==> config.mk <==
export PLATFORM = sky130hd
export DESIGN_NAME = pcm_slot_xcvr
export DESIGN_NICKNAME = d
export VERILOG_FILES = /design/src/rtl/pcm_slot_pkg.sv /design/src/rtl/pcm_slot_timer.sv /design/src/rtl/pcm_slot_tx.sv /design/src/rtl/pcm_slot_rx.sv /design/src/rtl/pcm_slot_xcvr.sv
export SDC_FILE = /design/constraint.sdc
export NUM_CORES = 1
export LEC_CHECK = 0
export ABC_AREA = 1
export CAP_MARGIN = 0
export CORE_MARGIN = 3
export CORE_UTILIZATION = 45
export DETAILED_ROUTE_END_ITERATION = 12
export DONT_BUFFER_PORTS = 1
export REMOVE_ABC_BUFFERS = 1
export SYNTH_ARGS = -nofsm -noshare
export SYNTH_HDL_FRONTEND = slang
export SYNTH_HIERARCHICAL = 1
export SYNTH_SLANG_ARGS = --single-unit
==> constraint.sdc <==
create_clock -name clk_i -period 8 [get_ports clk_i]
set_clock_uncertainty 0.2 [all_clocks]
set_input_delay 1.6 -clock clk_i [delete_from_list [all_inputs] [get_ports clk_i]]
set_output_delay 1.6 -clock clk_i [all_outputs]
set_load 0.01 [all_outputs]
==> src/rtl/pcm_slot_pkg.sv <==
package pcm_slot_pkg;
  localparam int SLOT_W     = 16;
  localparam int SMP_W      = 13;
  localparam int PAD_W      = SLOT_W - SMP_W;
  localparam int BIT_W      = $clog2(SLOT_W);
  localparam int MAX_SLOTS  = 16;
  localparam int SLOT_IDX_W = $clog2(MAX_SLOTS);
  localparam int SLOT_CNT_W = SLOT_IDX_W + 1;
  localparam int RATE_W     = 3;

  typedef enum logic [1:0] {
    FILL_ZERO = 2'd0,
    FILL_ONE  = 2'd1,
    FILL_SIGN = 2'd2,
    FILL_PROG = 2'd3
  } fill_e;

  typedef logic [SMP_W-1:0]  smp_t;
  typedef logic [SLOT_W-1:0] word_t;

  function automatic word_t pack_slot(smp_t s, logic rj, fill_e m, logic [PAD_W-1:0] v);
    logic [PAD_W-1:0] pad;
    case (m)
      FILL_ZERO: pad = '0;
      FILL_ONE:  pad = '1;
      FILL_SIGN: pad = {PAD_W{s[SMP_W-1]}};
      default:   pad = v;
    endcase
    return rj ? {pad, s} : {s, pad};
  endfunction

  function automatic smp_t unpack_slot(word_t w, logic rj);
    return rj ? w[SMP_W-1:0] : w[SLOT_W-1:PAD_W];
  endfunction
endpackage

==> src/rtl/pcm_slot_timer.sv <==
module pcm_slot_timer
  import pcm_slot_pkg::*;
(
  input  logic                  clk_i,
  input  logic                  rst_ni,
  input  logic                  bclk_i,
  input  logic                  fsync_i,
  input  logic [RATE_W-1:0]     rate_sel_i,
  output logic                  rise_o,
  output logic                  fall_o,
  output logic                  frame_o,
  output logic                  run_o,
  output logic [BIT_W-1:0]      bit_o,
  output logic [BIT_W-1:0]      bit_nxt_o,
  output logic [SLOT_CNT_W-1:0] slot_nxt_o,
  output logic [SLOT_CNT_W-1:0] nslots_o
);
  localparam logic [BIT_W-1:0]      LAST_BIT  = BIT_W'(SLOT_W - 1);
  localparam logic [SLOT_CNT_W-1:0] IDLE_SLOT = SLOT_CNT_W'(MAX_SLOTS);

  logic                  bclk_q;
  logic [BIT_W-1:0]      bit_q;
  logic [SLOT_CNT_W-1:0] slot_q;
  logic                  run_q;

  assign rise_o  = bclk_i & ~bclk_q;
  assign fall_o  = ~bclk_i & bclk_q;
  assign frame_o = rise_o & fsync_i;
  assign run_o   = run_q;
  assign bit_o   = bit_q;

  assign nslots_o = (rate_sel_i >= RATE_W'(SLOT_IDX_W)) ? IDLE_SLOT
                                                         : (SLOT_CNT_W'(1) << rate_sel_i);

  always_comb begin
    bit_nxt_o  = fsync_i ? '0 : bit_q + 1'b1;
    slot_nxt_o = slot_q;
    if (fsync_i)                                   slot_nxt_o = '0;
    else if (bit_q == LAST_BIT && slot_q != IDLE_SLOT) slot_nxt_o = slot_q + 1'b1;
  end

  // slot_q parks at IDLE_SLOT (beyond any slot count) until a frame starts
  always_ff @(posedge clk_i or negedge rst_ni) begin
    if (!rst_ni) begin
      bclk_q <= 1'b0;
      bit_q  <= LAST_BIT;
      slot_q <= IDLE_SLOT;
      run_q  <= 1'b0;
    end else begin
      bclk_q <= bclk_i;
      if (rise_o) begin
        bit_q  <= bit_nxt_o;
        slot_q <= slot_nxt_o;
        if (fsync_i) run_q <= 1'b1;
      end
    end
  end
endmodule

==> src/rtl/pcm_slot_tx.sv <==
module pcm_slot_tx
  import pcm_slot_pkg::*;
#(
  parameter int NCH  = 3,
  parameter int CH_W = 2
) (
  input  logic                       clk_i,
  input  logic                       rst_ni,
  input  logic                       rise_i,
  input  logic                       fall_i,
  input  logic                       frame_i,
  input  logic [BIT_W-1:0]           bit_i,
  input  logic [BIT_W-1:0]           bit_nxt_i,
  input  logic                       own_vld_i,
  input  logic [CH_W-1:0]            own_idx_i,
  input  logic [NCH-1:0][SMP_W-1:0]  tx_sample_i,
  input  logic                       lsb_first_i,
  input  logic                       right_just_i,
  input  fill_e                      fill_mode_i,
  input  logic [PAD_W-1:0]           fill_val_i,
  output logic                       sdo_o,
  output logic                       sdo_oe_o
);
  localparam logic [BIT_W-1:0] LAST_BIT = BIT_W'(SLOT_W - 1);

  smp_t             hold_q [NCH];
  smp_t             src;
  word_t            word;
  logic [BIT_W-1:0] pos;

  for (genvar c = 0; c < NCH; c++) begin : g_hold
    always_ff @(posedge clk_i or negedge rst_ni) begin
      if (!rst_ni)      hold_q[c] <= '0;
      else if (frame_i) hold_q[c] <= tx_sample_i[c];
    end
  end

  // the frame-start edge uses the live input so bit 0 carries the new sample
  always_comb begin
    src = '0;
    for (int c = 0; c < NCH; c++)
      if (CH_W'(c) == own_idx_i) src = frame_i ? tx_sample_i[c] : hold_q[c];
  end

  assign word = pack_slot(src, right_just_i, fill_mode_i, fill_val_i);
  assign pos  = lsb_first_i ? bit_nxt_i : LAST_BIT - bit_nxt_i;

  always_ff @(posedge clk_i or negedge rst_ni) begin
    if (!rst_ni) begin
      sdo_o    <= 1'b0;
      sdo_oe_o <= 1'b0;
    end else if (rise_i) begin
      sdo_oe_o <= own_vld_i;
      sdo_o    <= own_vld_i & word[pos];
    end else if (fall_i && bit_i == LAST_BIT) begin
      sdo_oe_o <= 1'b0;
    end
  end
endmodule

==> src/rtl/pcm_slot_rx.sv <==
module pcm_slot_rx
  import pcm_slot_pkg::*;
#(
  parameter int NCH  = 3,
  parameter int CH_W = 2
) (
  input  logic                       clk_i,
  input  logic                       rst_ni,
  input  logic                       fall_i,
  input  logic [BIT_W-1:0]           bit_i,
  input  logic                       own_vld_i,
  input  logic [CH_W-1:0]            own_idx_i,
  input  logic                       sdi_i,
  input  logic                       lsb_first_i,
  input  logic                       right_just_i,
  output logic [NCH-1:0][SMP_W-1:0]  rx_sample_o,
  output logic [NCH-1:0]             rx_valid_o
);
  localparam logic [BIT_W-1:0] LAST_BIT = BIT_W'(SLOT_W - 1);

  word_t            asm_q, asm_nxt;
  logic [BIT_W-1:0] pos;
  logic             done;

  assign pos  = lsb_first_i ? bit_i : LAST_BIT - bit_i;
  assign done = fall_i & own_vld_i & (bit_i == LAST_BIT);

  always_comb begin
    asm_nxt      = asm_q;
    asm_nxt[pos] = sdi_i;
  end

  always_ff @(posedge clk_i or negedge rst_ni) begin
    if (!rst_ni)                asm_q <= '0;
    else if (fall_i && own_vld_i) asm_q <= asm_nxt;
  end

  for (genvar c = 0; c < NCH; c++) begin : g_out
    logic hit;
    assign hit = done && own_idx_i == CH_W'(c);
    always_ff @(posedge clk_i or negedge rst_ni) begin
      if (!rst_ni) begin
        rx_valid_o[c]  <= 1'b0;
        rx_sample_o[c] <= '0;
      end else begin
        rx_valid_o[c] <= hit;
        if (hit) rx_sample_o[c] <= unpack_slot(asm_nxt, right_just_i);
      end
    end
  end
endmodule

==> src/rtl/pcm_slot_xcvr.sv <==
module pcm_slot_xcvr
  import pcm_slot_pkg::*;
#(
  parameter int NCH = 3
) (
  input  logic                       clk_i,
  input  logic                       rst_ni,
  input  logic                       bclk_i,
  input  logic                       fsync_i,
  input  logic                       sdi_i,
  output logic                       sdo_o,
  output logic                       sdo_oe_o,
  input  logic [2:0]                 rate_sel_i,
  input  logic                       lsb_first_i,
  input  logic                       right_just_i,
  input  logic [1:0]                 fill_mode_i,
  input  logic [2:0]                 fill_val_i,
  input  logic [NCH-1:0]             ch_en_i,
  input  logic [NCH-1:0][3:0]        ch_slot_i,
  input  logic [NCH-1:0][12:0]       tx_sample_i,
  output logic [NCH-1:0][12:0]       rx_sample_o,
  output logic [NCH-1:0]             rx_valid_o
);
  localparam int CH_W = (NCH > 1) ? $clog2(NCH) : 1;

  logic                  rise, fall, frame, run_q;
  logic [BIT_W-1:0]      bit_cur, bit_nxt;
  logic [SLOT_CNT_W-1:0] slot_nxt, nslots;
  logic                  own_vld, own_vld_q;
  logic [CH_W-1:0]       own_idx, own_idx_q;

  pcm_slot_timer u_timer (
    .clk_i      (clk_i),
    .rst_ni     (rst_ni),
    .bclk_i     (bclk_i),
    .fsync_i    (fsync_i),
    .rate_sel_i (rate_sel_i),
    .rise_o     (rise),
    .fall_o     (fall),
    .frame_o    (frame),
    .run_o      (run_q),
    .bit_o      (bit_cur),
    .bit_nxt_o  (bit_nxt),
    .slot_nxt_o (slot_nxt),
    .nslots_o   (nslots)
  );

  // owner of the slot starting at the next rising edge; lowest index wins
  always_comb begin
    own_vld = 1'b0;
    own_idx = '0;
    for (int c = NCH - 1; c >= 0; c--) begin
      if (ch_en_i[c] && {1'b0, ch_slot_i[c]} == slot_nxt && slot_nxt < nslots) begin
        own_vld = 1'b1;
        own_idx = CH_W'(c);
      end
    end
  end

  always_ff @(posedge clk_i or negedge rst_ni) begin
    if (!rst_ni) begin
      own_vld_q <= 1'b0;
      own_idx_q <= '0;
    end else if (rise) begin
      own_vld_q <= own_vld;
      own_idx_q <= own_idx;
    end
  end

  pcm_slot_tx #(.NCH(NCH), .CH_W(CH_W)) u_tx (
    .clk_i        (clk_i),
    .rst_ni       (rst_ni),
    .rise_i       (rise),
    .fall_i       (fall),
    .frame_i      (frame),
    .bit_i        (bit_cur),
    .bit_nxt_i    (bit_nxt),
    .own_vld_i    (own_vld),
    .own_idx_i    (own_idx),
    .tx_sample_i  (tx_sample_i),
    .lsb_first_i  (lsb_first_i),
    .right_just_i (right_just_i),
    .fill_mode_i  (fill_e'(fill_mode_i)),
    .fill_val_i   (fill_val_i),
    .sdo_o        (sdo_o),
    .sdo_oe_o     (sdo_oe_o)
  );

  pcm_slot_rx #(.NCH(NCH), .CH_W(CH_W)) u_rx (
    .clk_i        (clk_i),
    .rst_ni       (rst_ni),
    .fall_i       (fall),
    .bit_i        (bit_cur),
    .own_vld_i    (own_vld_q),
    .own_idx_i    (own_idx_q),
    .sdi_i        (sdi_i),
    .lsb_first_i  (lsb_first_i),
    .right_just_i (right_just_i),
    .rx_sample_o  (rx_sample_o),
    .rx_valid_o   (rx_valid_o)
  );
endmodule

==> results.sh, run 1 <==
export IMPL_outcome="finished clean"
export IMPL_vias=5551
export IMPL_use_met2=0.321
export IMPL_fp_dieArea_mm2=0.0160
export IMPL_grt_ovfl_total=0
export IMPL_grt_setup_unrepaired="false"
export IMPL_htreeDepth=3
export IMPL_path_buf_inv=4
export IMPL_cts_buffer_depth=2
export IMPL_synth_area_mm2=0.00654
export IMPL_crit_slowest_cell="dfstp_2"
export IMPL_clk_pin_slew_ns=0.08
export IMPL_gp_congestion=0.877
export IMPL_ctsResizeCount=0
export IMPL_coreArea_mm2=0.0140
export IMPL_final_hold_violation_count=0
export IMPL_path_max_fanout=13
export IMPL_holdWs_ns=0.270
export IMPL_fmax_mhz=218
export IMPL_grt_max_degree=113
export IMPL_r2r_start="u_timer/bit_o[0]$_DFFE_PN1N_"
export IMPL_crit_type="reg2reg"
export IMPL_synth_avg_cell_area_um2=7.33
export IMPL_leakage_nw=3.62
export IMPL_cts_tree="built"
export IMPL_slew_violations=0
export IMPL_grt_pass1_vias=5374
export IMPL_fin_util=0.492
export IMPL_pre_cts_slack_ns=3.08
export IMPL_track_usage=0.204
export IMPL_use_met1=0.277
export IMPL_rows=43
export IMPL_finalNonFillerCells=1060
export IMPL_worstMarginPinSlew_ns=0.910
export IMPL_dp_cells=1044
export IMPL_crit_start="u_timer/bit_o[0]$_DFFE_PN1N_"
export IMPL_wirelength_mm=15.8
export IMPL_drtPass1Iterations=7
export IMPL_nFillCells=1379
export IMPL_port_buffers=0
export IMPL_cp_arrival_ns=4.64
export IMPL_die_w_um=127
export IMPL_ys_warn_count=6
export IMPL_final_cell_area_mm2=0.00690
export IMPL_r2r_slack_ns=3.41
export IMPL_path_delay_family="simple AND/OR/NAND/NOR gates"
export IMPL_setup_tns_ns=0
export IMPL_drt_iter0_markers=365
export IMPL_critical_path_depth=28
export IMPL_diodes=0
export IMPL_hold_path_depth=2
export IMPL_end_kind="flop"
export IMPL_ant_nets=0
export IMPL_synthCells=892
export IMPL_slew_headroom=0.389
export IMPL_fin_crit_sh=0.573
export IMPL_cts_sinks=112
export IMPL_drc=0
export IMPL_worst_r2r_cell_count=28
export IMPL_clk_latency_ns=0.36
export IMPL_initial_core_util=0.466
export IMPL_critical_path_required_ns=8.05
export IMPL_nets=951
export IMPL_post_dp_hpwl_mm=11.4
export IMPL_peakVddDrop_uv=108
export IMPL_fin_crit_ns=4.59
export IMPL_area_delta_synth_final_pct=5.55
export IMPL_cp_start_kind="flop"
export IMPL_hold_path_class="reg2reg"
export IMPL_cts_hold_buf=0
export IMPL_cp_common_cell="nand2_1"
export IMPL_dpl_cell_area_mm2=0.00658
export IMPL_wl_per_cell_um=14.9
export IMPL_grt_busiest_layer="met2"
export IMPL_drive_gt1_frac=0.119
export IMPL_ctsRootBufferMaster="clkbuf_16"
export IMPL_cts_buffers=9
export IMPL_max_cap_violations=0
export IMPL_power_total_mw=1.48
export IMPL_powerDensity_mw_per_mm2=214
export IMPL_final_setup_worst_slack_ns=3.41
export IMPL_die_h_um=127
export IMPL_met3_usage=0.0573
export IMPL_grt_pass1_wl_mm=26.5
export IMPL_cts_setup_buffers=0
export IMPL_vias_per_cell=5.24
export IMPL_hold_path_startpoint="u_tx/hold_q[33]$_DFF_PN0_"
export IMPL_critPathMaxStageDelay_ns=0.60
export IMPL_ios=113
export IMPL_antenna_found_initial=0
export IMPL_setup_viol=0
cells in the final DEF, fill, tap and decap left out, types with 2 or more instances in the layout:
cell type	n
nand2_2	9
nand2_1	376
a21oi_2	3
nor2_1	33
o211ai_1	2
ha_1	7
inv_2	16
dfrtp_1	107
nand3_1	129
o21ai_0	8
bufinv_16	2
xor2_1	3
nand4_1	3
inv_1	62
nor3_1	4
a31oi_1	16
or2_2	3
clkbuf_16	9
inv_6	2
nor2_2	16
o21a_1	2
a21oi_1	8
buf_4	2
dfstp_2	5
o21ai_1	4
nor3_4	3
nor2_4	4
o21ai_2	2
nand3_2	20
clkinv_1	4
and2_1	3
path summary, 6_finish.rpt:
path / endpoint
min in group asynchronous: u_tx/hold_q[35]$_DFF_PN0_
worst max register to register: u_tx/sdo_o$_DFFE_PN0P_
max in group asynchronous: u_timer/bit_o[3]$_DFFE_PN1N_
worst max-delay path: u_tx/sdo_o$_DFFE_PN0P_
worst min register to register: u_tx/hold_q[33]$_DFF_PN0_
worst min-delay path: u_tx/hold_q[33]$_DFF_PN0_
metal layers:
| layer | routed length (µm) | vias to the layer above |
|---|---|---|
| li1 | - | 2799 |
| met4 | 227 | 0 |
| met1 | 7210 | 2570 |
| met5 | 0 | - |
| met2 | 7280 | 168 |
| met3 | 1110 | 14 |
where the power goes:
| part | switching, mW | total, mW | internal (mW) |
|---|---|---|---|
| Combinational | 0.203 | 0.306 | 0.103 |
| Clock | 0.219 | 0.499 | 0.280 |
| Sequential | 0.0350 | 0.676 | 0.641 |
sequential cells by signal, indices dropped and copies added, names as in the netlist:
register	flops
u_rx/rx_sample_o	39
u_tx/hold_q	39
u_rx/asm_q	16
u_timer/slot_q	5
u_timer/bit_o	4
u_rx/rx_valid_o	3
own_idx_q	2
own_vld_q	1
u_timer/bclk_q	1
u_tx/sdo_o	1
u_tx/sdo_oe_o	1
area by class of cell:
type | count | area [µm²] | share of cell area
Sequential cell | 112 | 2810 | 0.407
Clock inverter | 6 | 97.6 | 0.0141
Inverter | 83 | 314 | 0.0455
Clock buffer | 10 | 229 | 0.0332
Timing Repair Buffer | 2 | 15.0 | 0.00217
Tap cell | 180 | 225 | 0.0326
Multi-Input combinational cell | 667 | 3210 | 0.466
worst min-delay path, stage by stage, from the launching register on:
cell and delay [ns]:
dfrtp_1 0.33, nand2_1 0.06, nand2_1 0.05
(Power assumes the default switching activity.)
==> run 2: changes to the inputs <==
clock period = 4.7 ns   (was 8 ns; I/O delays follow)
==> run 2 against run 1 <==
  * Sequential cell count did not move
  * Via count rose by 2.5%
  * Sequential share of layout area about the same
  * Clock power is 44% higher
  * Fmax grew 5.8%
  * Final cell count is 0.57% higher
  * Design area barely moved
  * Critical path type unchanged
  * Critical endpoint unchanged
  * Highest routed layer unchanged
==> results.sh, run 2 (synthesized netlist as in run 1, its figures left out) <==
export IMPL_final_cell_area_mm2=0.00690
export IMPL_path_buf_inv=4
export IMPL_cp_arrival_ns=4.37
export IMPL_max_cap_violations=0
export IMPL_dp_cells=1047
export IMPL_fin_util=0.491
export IMPL_largestRegisters="u_rx/rx_sample_o: 39 flops, u_tx/hold_q: 39 flops, u_rx/asm_q: 16 flops"
export IMPL_grt_max_degree=113
export IMPL_wirelength_mm=16.0
export IMPL_ios=113
export IMPL_vias=5692
export IMPL_slew_violations=0
export IMPL_fmax_mhz=231
export IMPL_pre_cts_slack_ns=0.245
export IMPL_final_setup_worst_slack_ns=0.366
export IMPL_path_max_fanout=13
export IMPL_area_delta_synth_final_pct=5.51
export IMPL_dpl_cell_area_mm2=0.00660
export IMPL_ctsRootBufferMaster="clkbuf_16"
export IMPL_htreeDepth=3
export IMPL_layout_commonest_cell="nand2_1"
export IMPL_rows=43
export IMPL_peakVddDrop_uv=178
export IMPL_cts_sinks=112
export IMPL_cts_tree="built"
export IMPL_clk_pin_slew_ns=0.07
export IMPL_die_h_um=127
export IMPL_power_frac_seq=0.481
export IMPL_grt_ovfl_total=0
export IMPL_drtPass1Iterations=5
export IMPL_drc=0
export IMPL_leakage_nw=3.63
export IMPL_netSwitchingPower_mw=0.762
export IMPL_track_usage=0.200
export IMPL_slew_headroom=0.590
export IMPL_cts_buffer_depth=2
export IMPL_grt_pass1_wl_mm=26.5
export IMPL_end_kind="flop"
export IMPL_path_delay_family="simple AND/OR/NAND/NOR gates"
export IMPL_cp_common_cell="nand2_1"
export IMPL_holdWs_ns=0.0826
export IMPL_nets=957
export IMPL_worstMarginPinSlew_ns=0.614
export IMPL_fin_crit_ns=4.33
export IMPL_fp_dieArea_mm2=0.0160
export IMPL_setup_viol=0
export IMPL_port_buffers=0
export IMPL_initial_core_util=0.466
export IMPL_p_comb_frac=0.218
export IMPL_critPathMaxStageDelay_ns=0.61
export IMPL_pwr_share_clk=0.301
export IMPL_diodes=0
export IMPL_powerDensity_mw_per_mm2=347
export IMPL_drt_iter0_markers=428
export IMPL_fin_crit_sh=0.922
export IMPL_drive_gt1_frac=0.128
export IMPL_cts_buffers=9
export IMPL_internal_power_mw=1.63
export IMPL_ant_nets=0
export IMPL_crit_slowest_cell="dfstp_2"
export IMPL_cp_start_kind="flop"
export IMPL_grt_pass1_vias=5436
export IMPL_clk_latency_ns=0.35
export IMPL_cts_hold_buf=0
export IMPL_swShare=0.318
export IMPL_final_hold_violation_count=0
export IMPL_crit_type="reg2reg"
export IMPL_antenna_found_initial=0
export IMPL_final_cell_mix="nand2_1, nand3_1, dfrtp_1"
export IMPL_wl_per_cell_um=15.0
export IMPL_die_w_um=127
export IMPL_post_dp_hpwl_mm=11.5
export IMPL_critical_path_required_ns=4.74
export IMPL_hold_path_class="in2async"
export IMPL_finalNonFillerCells=1066
export IMPL_coreArea_mm2=0.0140
export IMPL_outcome="finished clean"
export IMPL_vias_per_cell=5.34
export IMPL_gp_congestion=0.974
## run 2: per-stage QoR
step | TNS (ns) | total power, mW
floorplan | 0 | 1.57
global placement | 0 | 1.66
detailed placement | 0 | 1.68
CTS | 0 | 2.41
global route | -0.00247 | 2.54
finish | 0 | 2.39
## run 2: power by group through the flow
| stage | Clock, mW | Combinational, mW | Sequential [mW] |
|---|---|---|---|
| floorplan | 0 | 0.415 | 1.15 |
| global placement | 0 | 0.499 | 1.16 |
| detailed placement | 0 | 0.515 | 1.17 |
| CTS | 0.741 | 0.518 | 1.15 |
| global route | 0.774 | 0.600 | 1.17 |
| finish | 0.720 | 0.522 | 1.15 |
## run 2: worst register-to-register path, delay by kind of cell, from the launching register on
kind | cells | cell delay, ns
AOI/OAI and AO/OA | 3 | 0.30
adders and majority gates | 2 | 0.56
buffers and inverters | 4 | 0.37
DFF | 1 | 0.61
and+or+nand+nor | 19 | 2.21
## run 2: final cells by class
class | instances | area [µm²]
clock inverters | 6 | 43.8
clock buffers | 10 | 229
multi-input cells | 667 | 3220
fillers | 1398 | 7140
flip-flops and latches | 112 | 2810
repair buffers | 8 | 60.1
inverters | 83 | 314
well taps | 180 | 225
## run 2: layer usage
| metal | vias up | global-route usage | wire (µm) |
|---|---|---|---|
| met5 | - | 0 | 0 |
| met4 | 0 | 0.0637 | 272 |
| met3 | 22 | 0.0451 | 1150 |
| met2 | 176 | 0.318 | 7360 |
| met1 | 2686 | 0.273 | 7230 |
| li1 | 2808 | - | - |
## run 2: path summary, 6_finish.rpt
kind                                               from                            end  slack, ns  depth (start not counted)
min in group clk_i             u_tx/hold_q[0]$_DFF_PN0_       u_tx/hold_q[0]$_DFF_PN0_       0.27                          2
min reg2reg                    u_tx/hold_q[0]$_DFF_PN0_       u_tx/hold_q[0]$_DFF_PN0_       0.27                          2
max reg2reg                u_timer/bit_o[0]$_DFFE_PN1N_         u_tx/sdo_o$_DFFE_PN0P_       0.37                         28
max in group asynchronous                        rst_ni  u_timer/slot_q[4]$_DFFE_PN1N_       3.97                          0
min                                              rst_ni      u_tx/hold_q[35]$_DFF_PN0_       0.08                          0
max                        u_timer/bit_o[0]$_DFFE_PN1N_         u_tx/sdo_o$_DFFE_PN0P_       0.37                         28
## run 2: repair_timing
action,4_1_cts,5_1_grt
buffers inserted,0,3
resized for setup,0,2
endpoints found under the hold margin,0,0
setup endpoints to repair,0,1
